### src/rtl/ols_pkg.sv
package ols_pkg;

  // Is data bit b a member of check j within Latin square s (m x m grid)?
  // s = 0: row groups, s = 1: column groups, s >= 2: shifted diagonals.
  function automatic logic ols_member(input int s, input int j, input int b, input int m);
    int r;
    int c;
    r = b / m;
    c = b % m;
    if (s == 0)      return (r == j);
    else if (s == 1) return (c == j);
    else             return (((c + (s - 1) * r) % m) == j);
  endfunction

endpackage

### src/rtl/ols_chk_gen.sv
module ols_chk_gen
  import ols_pkg::*;
#(
  parameter int M = 4,
  parameter int T = 1,
  localparam int K    = M * M,
  localparam int NCHK = 2 * T * M
) (
  input  logic [K-1:0]    data_i,
  output logic [NCHK-1:0] chk_o
);

  // Each check bit is an independent XOR tree; no gate is shared between
  // two checks because two data bits meet in at most one equation.
  for (genvar q = 0; q < NCHK; q++) begin : g_chk
    localparam int SQ  = q / M;
    localparam int IDX = q % M;
    logic acc;
    always_comb begin
      acc = 1'b0;
      for (int b = 0; b < K; b++) begin
        if (ols_member(SQ, IDX, b, M)) acc = acc ^ data_i[b];
      end
    end
    assign chk_o[q] = acc;
  end

endmodule

### src/rtl/ols_par_checker.sv
module ols_par_checker #(
  parameter int NCHK = 8,
  localparam int HALF = NCHK / 2
) (
  input  logic [NCHK-1:0] chk_i,
  output logic            err_o
);

  logic part_lo;
  logic part_hi;

  // Two disjoint partial parities; a fault-free word gives equal halves.
  assign part_lo = ^chk_i[HALF-1:0];
  assign part_hi = ^chk_i[NCHK-1:HALF];
  assign err_o   = part_lo ^ part_hi;

endmodule

### src/rtl/ols_out_stage.sv
module ols_out_stage #(
  parameter int NCHK    = 8,
  parameter bit OUT_REG = 1'b1
) (
  input  logic            clk,
  input  logic            rst,
  input  logic [NCHK-1:0] pri_i,
  input  logic [NCHK-1:0] dup_i,
  input  logic            sel_dup_i,
  output logic [NCHK-1:0] chk_o,
  output logic            err_o
);

  logic [NCHK-1:0] picked;

  for (genvar q = 0; q < NCHK; q++) begin : g_mux
    assign picked[q] = sel_dup_i ? dup_i[q] : pri_i[q];
  end

  if (OUT_REG) begin : g_reg
    always_ff @(posedge clk) begin
      if (rst) begin
        chk_o <= '0;
        err_o <= 1'b0;
      end else begin
        chk_o <= picked;
        err_o <= sel_dup_i;
      end
    end
  end else begin : g_comb
    assign chk_o = picked;
    assign err_o = sel_dup_i;
  end

endmodule

### src/rtl/ols_selfcorr_enc.sv
module ols_selfcorr_enc #(
  parameter int M       = 4,
  parameter int T       = 1,
  parameter bit OUT_REG = 1'b1,
  localparam int K      = M * M,
  localparam int NCHK   = 2 * T * M
) (
  input  logic            clk,
  input  logic            rst,
  input  logic [K-1:0]    data_i,
  input  logic [NCHK-1:0] flt_inj_i,
  output logic [NCHK-1:0] chk_o,
  output logic            err_o
);

  logic [NCHK-1:0] pri_raw;
  logic [NCHK-1:0] pri_chk;
  logic [NCHK-1:0] dup_chk;
  logic            par_err;

  ols_chk_gen #(.M(M), .T(T)) u_pri (
    .data_i (data_i),
    .chk_o  (pri_raw)
  );

  // Fault emulation point on the primary result only.
  assign pri_chk = pri_raw ^ flt_inj_i;

  ols_chk_gen #(.M(M), .T(T)) u_dup (
    .data_i (data_i),
    .chk_o  (dup_chk)
  );

  ols_par_checker #(.NCHK(NCHK)) u_par (
    .chk_i (pri_chk),
    .err_o (par_err)
  );

  ols_out_stage #(.NCHK(NCHK), .OUT_REG(OUT_REG)) u_out (
    .clk       (clk),
    .rst       (rst),
    .pri_i     (pri_chk),
    .dup_i     (dup_chk),
    .sel_dup_i (par_err),
    .chk_o     (chk_o),
    .err_o     (err_o)
  );

endmodule

### config.mk
export PLATFORM = sky130hd
export DESIGN_NAME = ols_selfcorr_enc
export DESIGN_NICKNAME = d
export VERILOG_FILES = /design/src/rtl/ols_pkg.sv /design/src/rtl/ols_chk_gen.sv /design/src/rtl/ols_par_checker.sv /design/src/rtl/ols_out_stage.sv /design/src/rtl/ols_selfcorr_enc.sv
export SDC_FILE = /design/constraint.sdc
export NUM_CORES = 1
export LEC_CHECK = 0
export ABC_AREA = 0
export ABC_CLOCK_PERIOD_IN_PS = 1900
export BUFFER_PORTS_ARGS = -buffer_cell sky130_fd_sc_hd__clkbuf_2
export CAP_MARGIN = 0
export CORE_ASPECT_RATIO = 1.1
export CORE_MARGIN = 2
export CORE_UTILIZATION = 41
export CTS_CLUSTER_SIZE = 10
export DETAILED_ROUTE_END_ITERATION = 10
export GPL_TIMING_DRIVEN = 0
export PLACE_DENSITY = 0.8
export SETUP_SLACK_MARGIN = 0.15
export SYNTH_ARGS = -nofsm -noshare
export SYNTH_HDL_FRONTEND = slang
export SYNTH_SLANG_ARGS = --single-unit
### constraint.sdc
create_clock -name clk -period 1.9 [get_ports clk]
set_input_delay 0.38 -clock clk [delete_from_list [all_inputs] [get_ports clk]]
set_output_delay 0.38 -clock clk [all_outputs]
set_load 0.05 [all_outputs]
==> impl_metrics.py, run 1 <==
metrics = {
    "outcome": {
        "run_status": "finished, violations left",
        "violations": "setup timing",
    },
    "cells_and_area": {
        "antenna_cells_inserted": 0,
        "stdcell_count": 144,
        "layout-area-overhead-vs-synth_pct": 105,
        "stdcell_area_um2": 1530,
        "layout-drive-gt1-share_pct": 76.2,
        "fillerInstances": 80,
        "final_net_count": 153,
    },
    "synthesis": {
        "yosysWarnings": 0,
        "synthArstFlopShare_pct": 0,
        "number_of_enable_type_register_cells_in_the_synthesized_netlist": 0,
        "syn_inst": 74,
        "synth_seq_cells": 9,
        "synth_most_common_cell": "sky130_fd_sc_hd__xnor2_1",
        "synth.net_count": 100,
        "ys_top_cells_by_count": "sky130_fd_sc_hd__xnor2_1 (34), sky130_fd_sc_hd__dfxtp_1 (9), sky130_fd_sc_hd__a21o_2 (7), sky130_fd_sc_hd__nand3_1 (7), sky130_fd_sc_hd__a21oi_1 (6)",
        "mappedNetlistArea_um2": 746,
        "avgSynthCellArea_um2": 10.1,
        "synth.largest_area_cell": "sky130_fd_sc_hd__xnor2_1",
        "synth_top_cells_by_area": "sky130_fd_sc_hd__xnor2_1 (40%), sky130_fd_sc_hd__dfxtp_1 (24%), sky130_fd_sc_hd__a21o_2 (8.2%)",
        "yosys.area.top_type_share_pct": 39.9,
        "synthFlopType": "sky130_fd_sc_hd__dfxtp_1",
        "post_synth_num_cell_types": 14,
        "synth.yosys.seq_area_share_pct": 24.2,
    },
    "route": {
        "drt-vias-per-instance": 5.19,
        "avgRoutedWirePerCell_um": 15.7,
        "route.vias.total": 748,
        "drt_pass1_iterations": 4,
        "drt_wl_total_mm": 2.26,
        "postRouteAntennaNets": 0,
        "dr.first_iter.drc_count": 6,
        "drc_errors": 0,
    },
    "floorplan": {
        "die_w_um": 44.7,
        "top_level_ports": 35,
        "die_h_um": 48.7,
        "core_region_area_um2": 1740,
        "number_of_placement_rows": 16,
        "floorplan.die_area_um2": 2180,
        "floorplan.initialDensity_pct": 42.8,
    },
    "timing": {
        "final_critical_path_setup_slack_ps": -101,
        "setup_violations": 8,
        "max_freq_ghz": 0.500,
        "fin_worst_hold_slack_ps": 400,
        "layout_min_cycle_time_ps": 2000,
        "final.setup.tns_ps": -600,
        "grt_setup_unrepaired": "true",
        "report.final.hold_viol_count": 0,
        "worst_slew_margin_rel_pct": 63.9,
        "final_max_slew_viol_count": 0,
        "worst_slew_pin_slew_ps": 541,
        "post-route-period-util_pct": 105,
    },
    "power_and_ir_drop": {
        "internal_power_uw": 1480,
        "sequentialPowerShare_pct": 11.5,
        "totalPowerFinal_uw": 2760,
        "leakage_uw": 0.000672,
        "power.density_cell_area_nw_per_um2": 1810,
        "power.switching_fraction_pct": 46.3,
        "p_sw_uw": 1280,
        "pwr-share-clk_pct": 5.5,
        "power.ir.vdd_worst_v": 0.00119,
        "pwr-share-comb_pct": 83.0,
    },
    "global_routing": {
        "number_of_antenna_violations_at_the_first_check_in_global_routing": 0,
        "grt.total_usage_pct": 20.6,
        "vias_in_the_first_global_route": 777,
        "use_met3_pct": 2.99,
        "grt_most_used_layer": "met2",
        "met1_usage_pct": 18.6,
        "gr-usage-met2_pct": 41.8,
        "grt_overflow_total": 0,
        "grt_first_pass_wirelength_mm": 3.26,
        "grt_start_max_net_pins": 10,
    },
    "clocking": {
        "number_of_clock_sinks_seen_by_cts": 9,
        "cts_tree": "done",
        "cts_inserted_buffers": 3,
        "clk_root_buffer_cell": "sky130_fd_sc_hd__clkbuf_4",
        "cts-hold-fix-buffers": 0,
        "max-clock-path-buffers": 2,
        "cts_htree_levels": 1,
        "clkTransAtPathRegs_ps": 60,
    },
    "placement": {
        "detailed_place_hpwl_mm": 1.33,
        "number_of_buffers_inserted_by_port_buffering": 33,
        "postPlaceCellArea_um2": 997,
        "dp_cells": 125,
        "globalplace.congestion": 0.749,
    },
    "critical_path": {
        "setup.worst_path.class": "in2reg",
        "crit_required_ps": 2020,
        "cp.arrival_ps": 2130,
        "timing.critical_path.from_type": "input port",
        "cp_max_fo": 5,
        "critPathCaptureType": "register",
    },
    "min_path": {
        "timing.hold.worst.class": "in2reg",
    },
    "run": {
        "maxCapViolations": 0,
    },
}
-- path summary, 6_finish.rpt --
kind,start,to,cells after the start
worst max-delay path,flt_inj_i[0],u_out.chk_o[7]$_SDFF_PP0_,9
worst min-delay path,flt_inj_i[5],u_out.chk_o[5]$_SDFF_PP0_,3
-- metal layers --
layer,part of all wire (%),up-vias
met5,0,-
met4,3.5,0
met3,6.1,6
met2,60,36
met1,30,349
li1,-,357
-- cell usage in the layout (no fill, tap or decap), drive strengths merged --
master and instances:
a21o 8, clkbuf 28, xnor3 1, nand3 8, buf 26, xnor2 36, nor2 1, xor2 1
dfxtp 9, a21oi 8
-- metrics by stage --
stage / setup slack (ps) / utilization [%]
global placement: -363 / 57.3
global route: -207 / 87.9
detailed placement: -451 / 57.3
CTS: -42.0 / 75.0
finish: -101 / 87.9
floorplan: -69.2 / -
-- state kept, by name (all words and copies together) (netlist names) --
name,flops
u_out.err_o,1
u_out.chk_o,8
-- logic make-up (layout without fill, tap and decap cells) --
group	count (synthesis)	in the layout	share of synthesized area, %
AO/OA/AOI/OAI	16	16	15.6
XOR/XNOR	38	38	51.7
buffers and inverters	2	54	2.01
AND/OR/NAND/NOR	9	9	6.54
flip-flops	9	9	24.2
-- layout make-up --
| type | count | area, um^2 | share of cell area, % |
|---|---|---|---|
| sequential | 9 | 180 | 11.8 |
| timing repair buffer | 48 | 405 | 26.5 |
| multi-input combinational | 63 | 881 | 57.6 |
| clock buffer | 4 | 26.3 | 1.72 |
| buffer | 2 | 15.0 | 0.981 |
| tap | 18 | 22.5 | 1.47 |
-- what timing repair did --
action,in CTS,in global routing
pin swaps,16,25
setup buffers,7,7
cloned,1,0
hold endpoints to repair,0,0
resized for setup,31,41
setup endpoints to repair,9,9
-- power by group through the flow --
stage	sequential [uW]	clock, uW	combinational, uW
final	318	152	2290
after global routing	327	162	2420
after CTS	313	146	2050
after detailed placement	317	0	1500
after global placement	313	0	1470
after floorplan	659	0	898
-- worst max-delay path: stages --
cell and delay (ps):
sky130_fd_sc_hd__buf_12 110, sky130_fd_sc_hd__xor2_4 180, sky130_fd_sc_hd__xnor2_2 140, sky130_fd_sc_hd__xnor2_1 190, sky130_fd_sc_hd__xnor3_2 500, sky130_fd_sc_hd__xnor2_4 260
sky130_fd_sc_hd__buf_6 180, sky130_fd_sc_hd__a21o_1 130, sky130_fd_sc_hd__a21oi_2 50
(Power assumes the default switching activity.)
==> run 2, diff against run 1 <==
--- a/config.mk
+++ b/config.mk
@@ -8,10 +8,12 @@
 export ABC_AREA = 0
 export ABC_CLOCK_PERIOD_IN_PS = 1900
 export BUFFER_PORTS_ARGS = -buffer_cell sky130_fd_sc_hd__clkbuf_2
-export CAP_MARGIN = 0
+export CAP_MARGIN = 15
+export CELL_PAD_IN_SITES_DETAIL_PLACEMENT = 0
+export CELL_PAD_IN_SITES_GLOBAL_PLACEMENT = 1
 export CORE_ASPECT_RATIO = 1.1
 export CORE_MARGIN = 2
-export CORE_UTILIZATION = 41
+export CORE_UTILIZATION = 30
 export CTS_CLUSTER_SIZE = 10
 export DETAILED_ROUTE_END_ITERATION = 10
 export GPL_TIMING_DRIVEN = 0
==> run 2 against run 1 <==
  * Critical endpoint unchanged
  * Global-route usage shrank 6.6 points
  * Cell count grew 2.8%
  * First-iteration DRC count shrank 67%
  * The flow still finishes with violations (setup timing)
  * Via count shrank 8.6%
  * Largest cell class unchanged
==> impl_metrics.py, run 2 (synthesized netlist as in run 1, its figures left out) <==
metrics = {
    "cells_and_area": {
        "final_net_count": 145,
        "reg.largest.list": "u_out.chk_o x8, u_out.err_o x1",
        "fillerInstances": 209,
        "largest_register": "u_out.chk_o",
        "layout.cells.most_common_list": "sky130_fd_sc_hd__clkbuf_2 (26), sky130_fd_sc_hd__xnor2_1 (16), sky130_fd_sc_hd__xnor2_2 (13)",
        "number_of_flip_flops_in_the_largest_register": 8,
        "layout-drive-gt1-share_pct": 70.3,
        "stdcell_area_um2": 1390,
        "mostFrequentLayoutCell": "sky130_fd_sc_hd__clkbuf_2",
        "layout-area-overhead-vs-synth_pct": 85.9,
        "final_core_util_pct": 60.3,
        "antenna_cells_inserted": 0,
    },
    "clocking": {
        "clk_root_buffer_cell": "sky130_fd_sc_hd__clkbuf_4",
        "max-clock-path-buffers": 2,
        "cts_inserted_buffers": 3,
        "cts_htree_levels": 1,
        "cts_tree": "done",
        "cts-hold-fix-buffers": 0,
        "clkTransAtPathRegs_ps": 70,
        "number_of_clock_sinks_seen_by_cts": 9,
    },
    "route": {
        "route.vias.total": 684,
        "drt_pass1_iterations": 3,
        "drt-vias-per-instance": 4.62,
        "dr.first_iter.drc_count": 2,
        "drt_wl_total_mm": 1.86,
        "drc_errors": 0,
        "avgRoutedWirePerCell_um": 12.6,
        "postRouteAntennaNets": 0,
    },
    "timing": {
        "setup_violations": 8,
        "worst_slew_pin_slew_ps": 566,
        "layout_min_cycle_time_ps": 1950,
        "post-route-period-util_pct": 103,
        "grt_setup_unrepaired": "true",
        "final_max_slew_viol_count": 0,
        "final.setup.tns_ps": -283,
        "final_critical_path_setup_slack_ps": -50.7,
        "max_freq_ghz": 0.513,
        "report.final.hold_viol_count": 0,
        "worst_slew_margin_rel_pct": 62.3,
    },
    "floorplan": {
        "top_level_ports": 35,
        "core_region_area_um2": 2300,
        "number_of_placement_rows": 18,
        "die_h_um": 56.3,
        "floorplan.die_area_um2": 2900,
        "floorplan.initialDensity_pct": 32.5,
        "die_w_um": 51.5,
    },
    "critical_path": {
        "timing.critical_path.from_type": "input port",
        "cp.arrival_ps": 2070,
        "crit_path_cell_trace": "clkbuf_2 -> xnor2_1 -> xnor2_1 -> xnor2_2 -> xnor2_4 -> xnor2_4 -> buf_6 -> a21o_1 -> a21oi_2",
        "cp_max_fo": 5,
        "cpLargestDelayFamily": "XOR/XNOR gates",
        "worst_path_max_delay_cell": "sky130_fd_sc_hd__xnor2_1",
        "worst-path-buf-inv": 2,
        "crit_required_ps": 2020,
        "critPathCaptureType": "register",
        "setup.worst_path.class": "in2reg",
        "cpPeakStageDelay_ps": 430,
    },
    "global_routing": {
        "number_of_antenna_violations_at_the_first_check_in_global_routing": 0,
        "grt_first_pass_wirelength_mm": 3.08,
        "grt_start_max_net_pins": 10,
        "grt_overflow_total": 0,
        "grt.total_usage_pct": 14.0,
        "vias_in_the_first_global_route": 745,
    },
    "power_and_ir_drop": {
        "leakage_uw": 0.000597,
        "power.density_cell_area_nw_per_um2": 1840,
        "power.ir.vdd_worst_v": 0.00112,
    },
    "placement": {
        "number_of_buffers_inserted_by_port_buffering": 33,
        "globalplace.congestion": 0.721,
        "detailed_place_hpwl_mm": 1.42,
        "postPlaceCellArea_um2": 1010,
    },
    "run": {
        "maxCapViolations": 0,
    },
    "outcome": {
        "violations": "setup timing",
        "run_status": "finished, violations left",
    },
    "min_path": {
        "timing.hold.worst.class": "in2reg",
    },
}
[run 2: changes by cell type in the layout (fill, tap and decap cells not counted), sizes merged]
cell / previous run / this run
clkbuf: 28 / 33
buf: 26 / 13
[run 2: worst paths after layout]
check | from | end | slack, ps | cells past startpoint
max | data_i[12] | u_out.chk_o[7]$_SDFF_PP0_ | -50 | 9
min | flt_inj_i[3] | u_out.chk_o[3]$_SDFF_PP0_ | 400 | 3
[run 2: layout make-up]
class / count / area, um^2 / area share [%]
plain buffers: 2 / 15.0 / 1.08
clock buffers: 4 / 26.3 / 1.90
multi-input cells: 63 / 808 / 58.3
flip-flops and latches: 9 / 180 / 13.0
well taps: 30 / 37.5 / 2.71
repair buffers: 40 / 319 / 23.0
[run 2: stage by stage]
step / instances / total power (uW) / hold WS, ps / setup slack [ps]
global placement: 137 / 1800 / 658 / -378
floorplan: 74 / 1560 / 523 / -69.2
finish: 148 / 2550 / 402 / -50.7
global route: 148 / 2690 / 396 / -128
detailed placement: 137 / 1820 / 663 / -422
CTS: 147 / 2390 / 391 / -86.2
[run 2: timing repair]
action,in CTS,in global routing
buffers inserted,5,1
gates cloned,1,0
endpoints found under the setup margin,9,9
gates resized for setup,27,20
pin swaps,17,12
[run 2: report_power, final]
part           internal (uW)  switching [uW]
combinational            994            1100
clock                   80.9            67.0
sequential               288            25.4
[run 2: routing by layer]
layer	wire [um]	vias to the layer above	track usage, %
met4	14	0	3.38
met1	616	315	13.4
met3	121	2	3.72
met2	1110	31	28.2
li1	-	336	-
met5	0	-	0
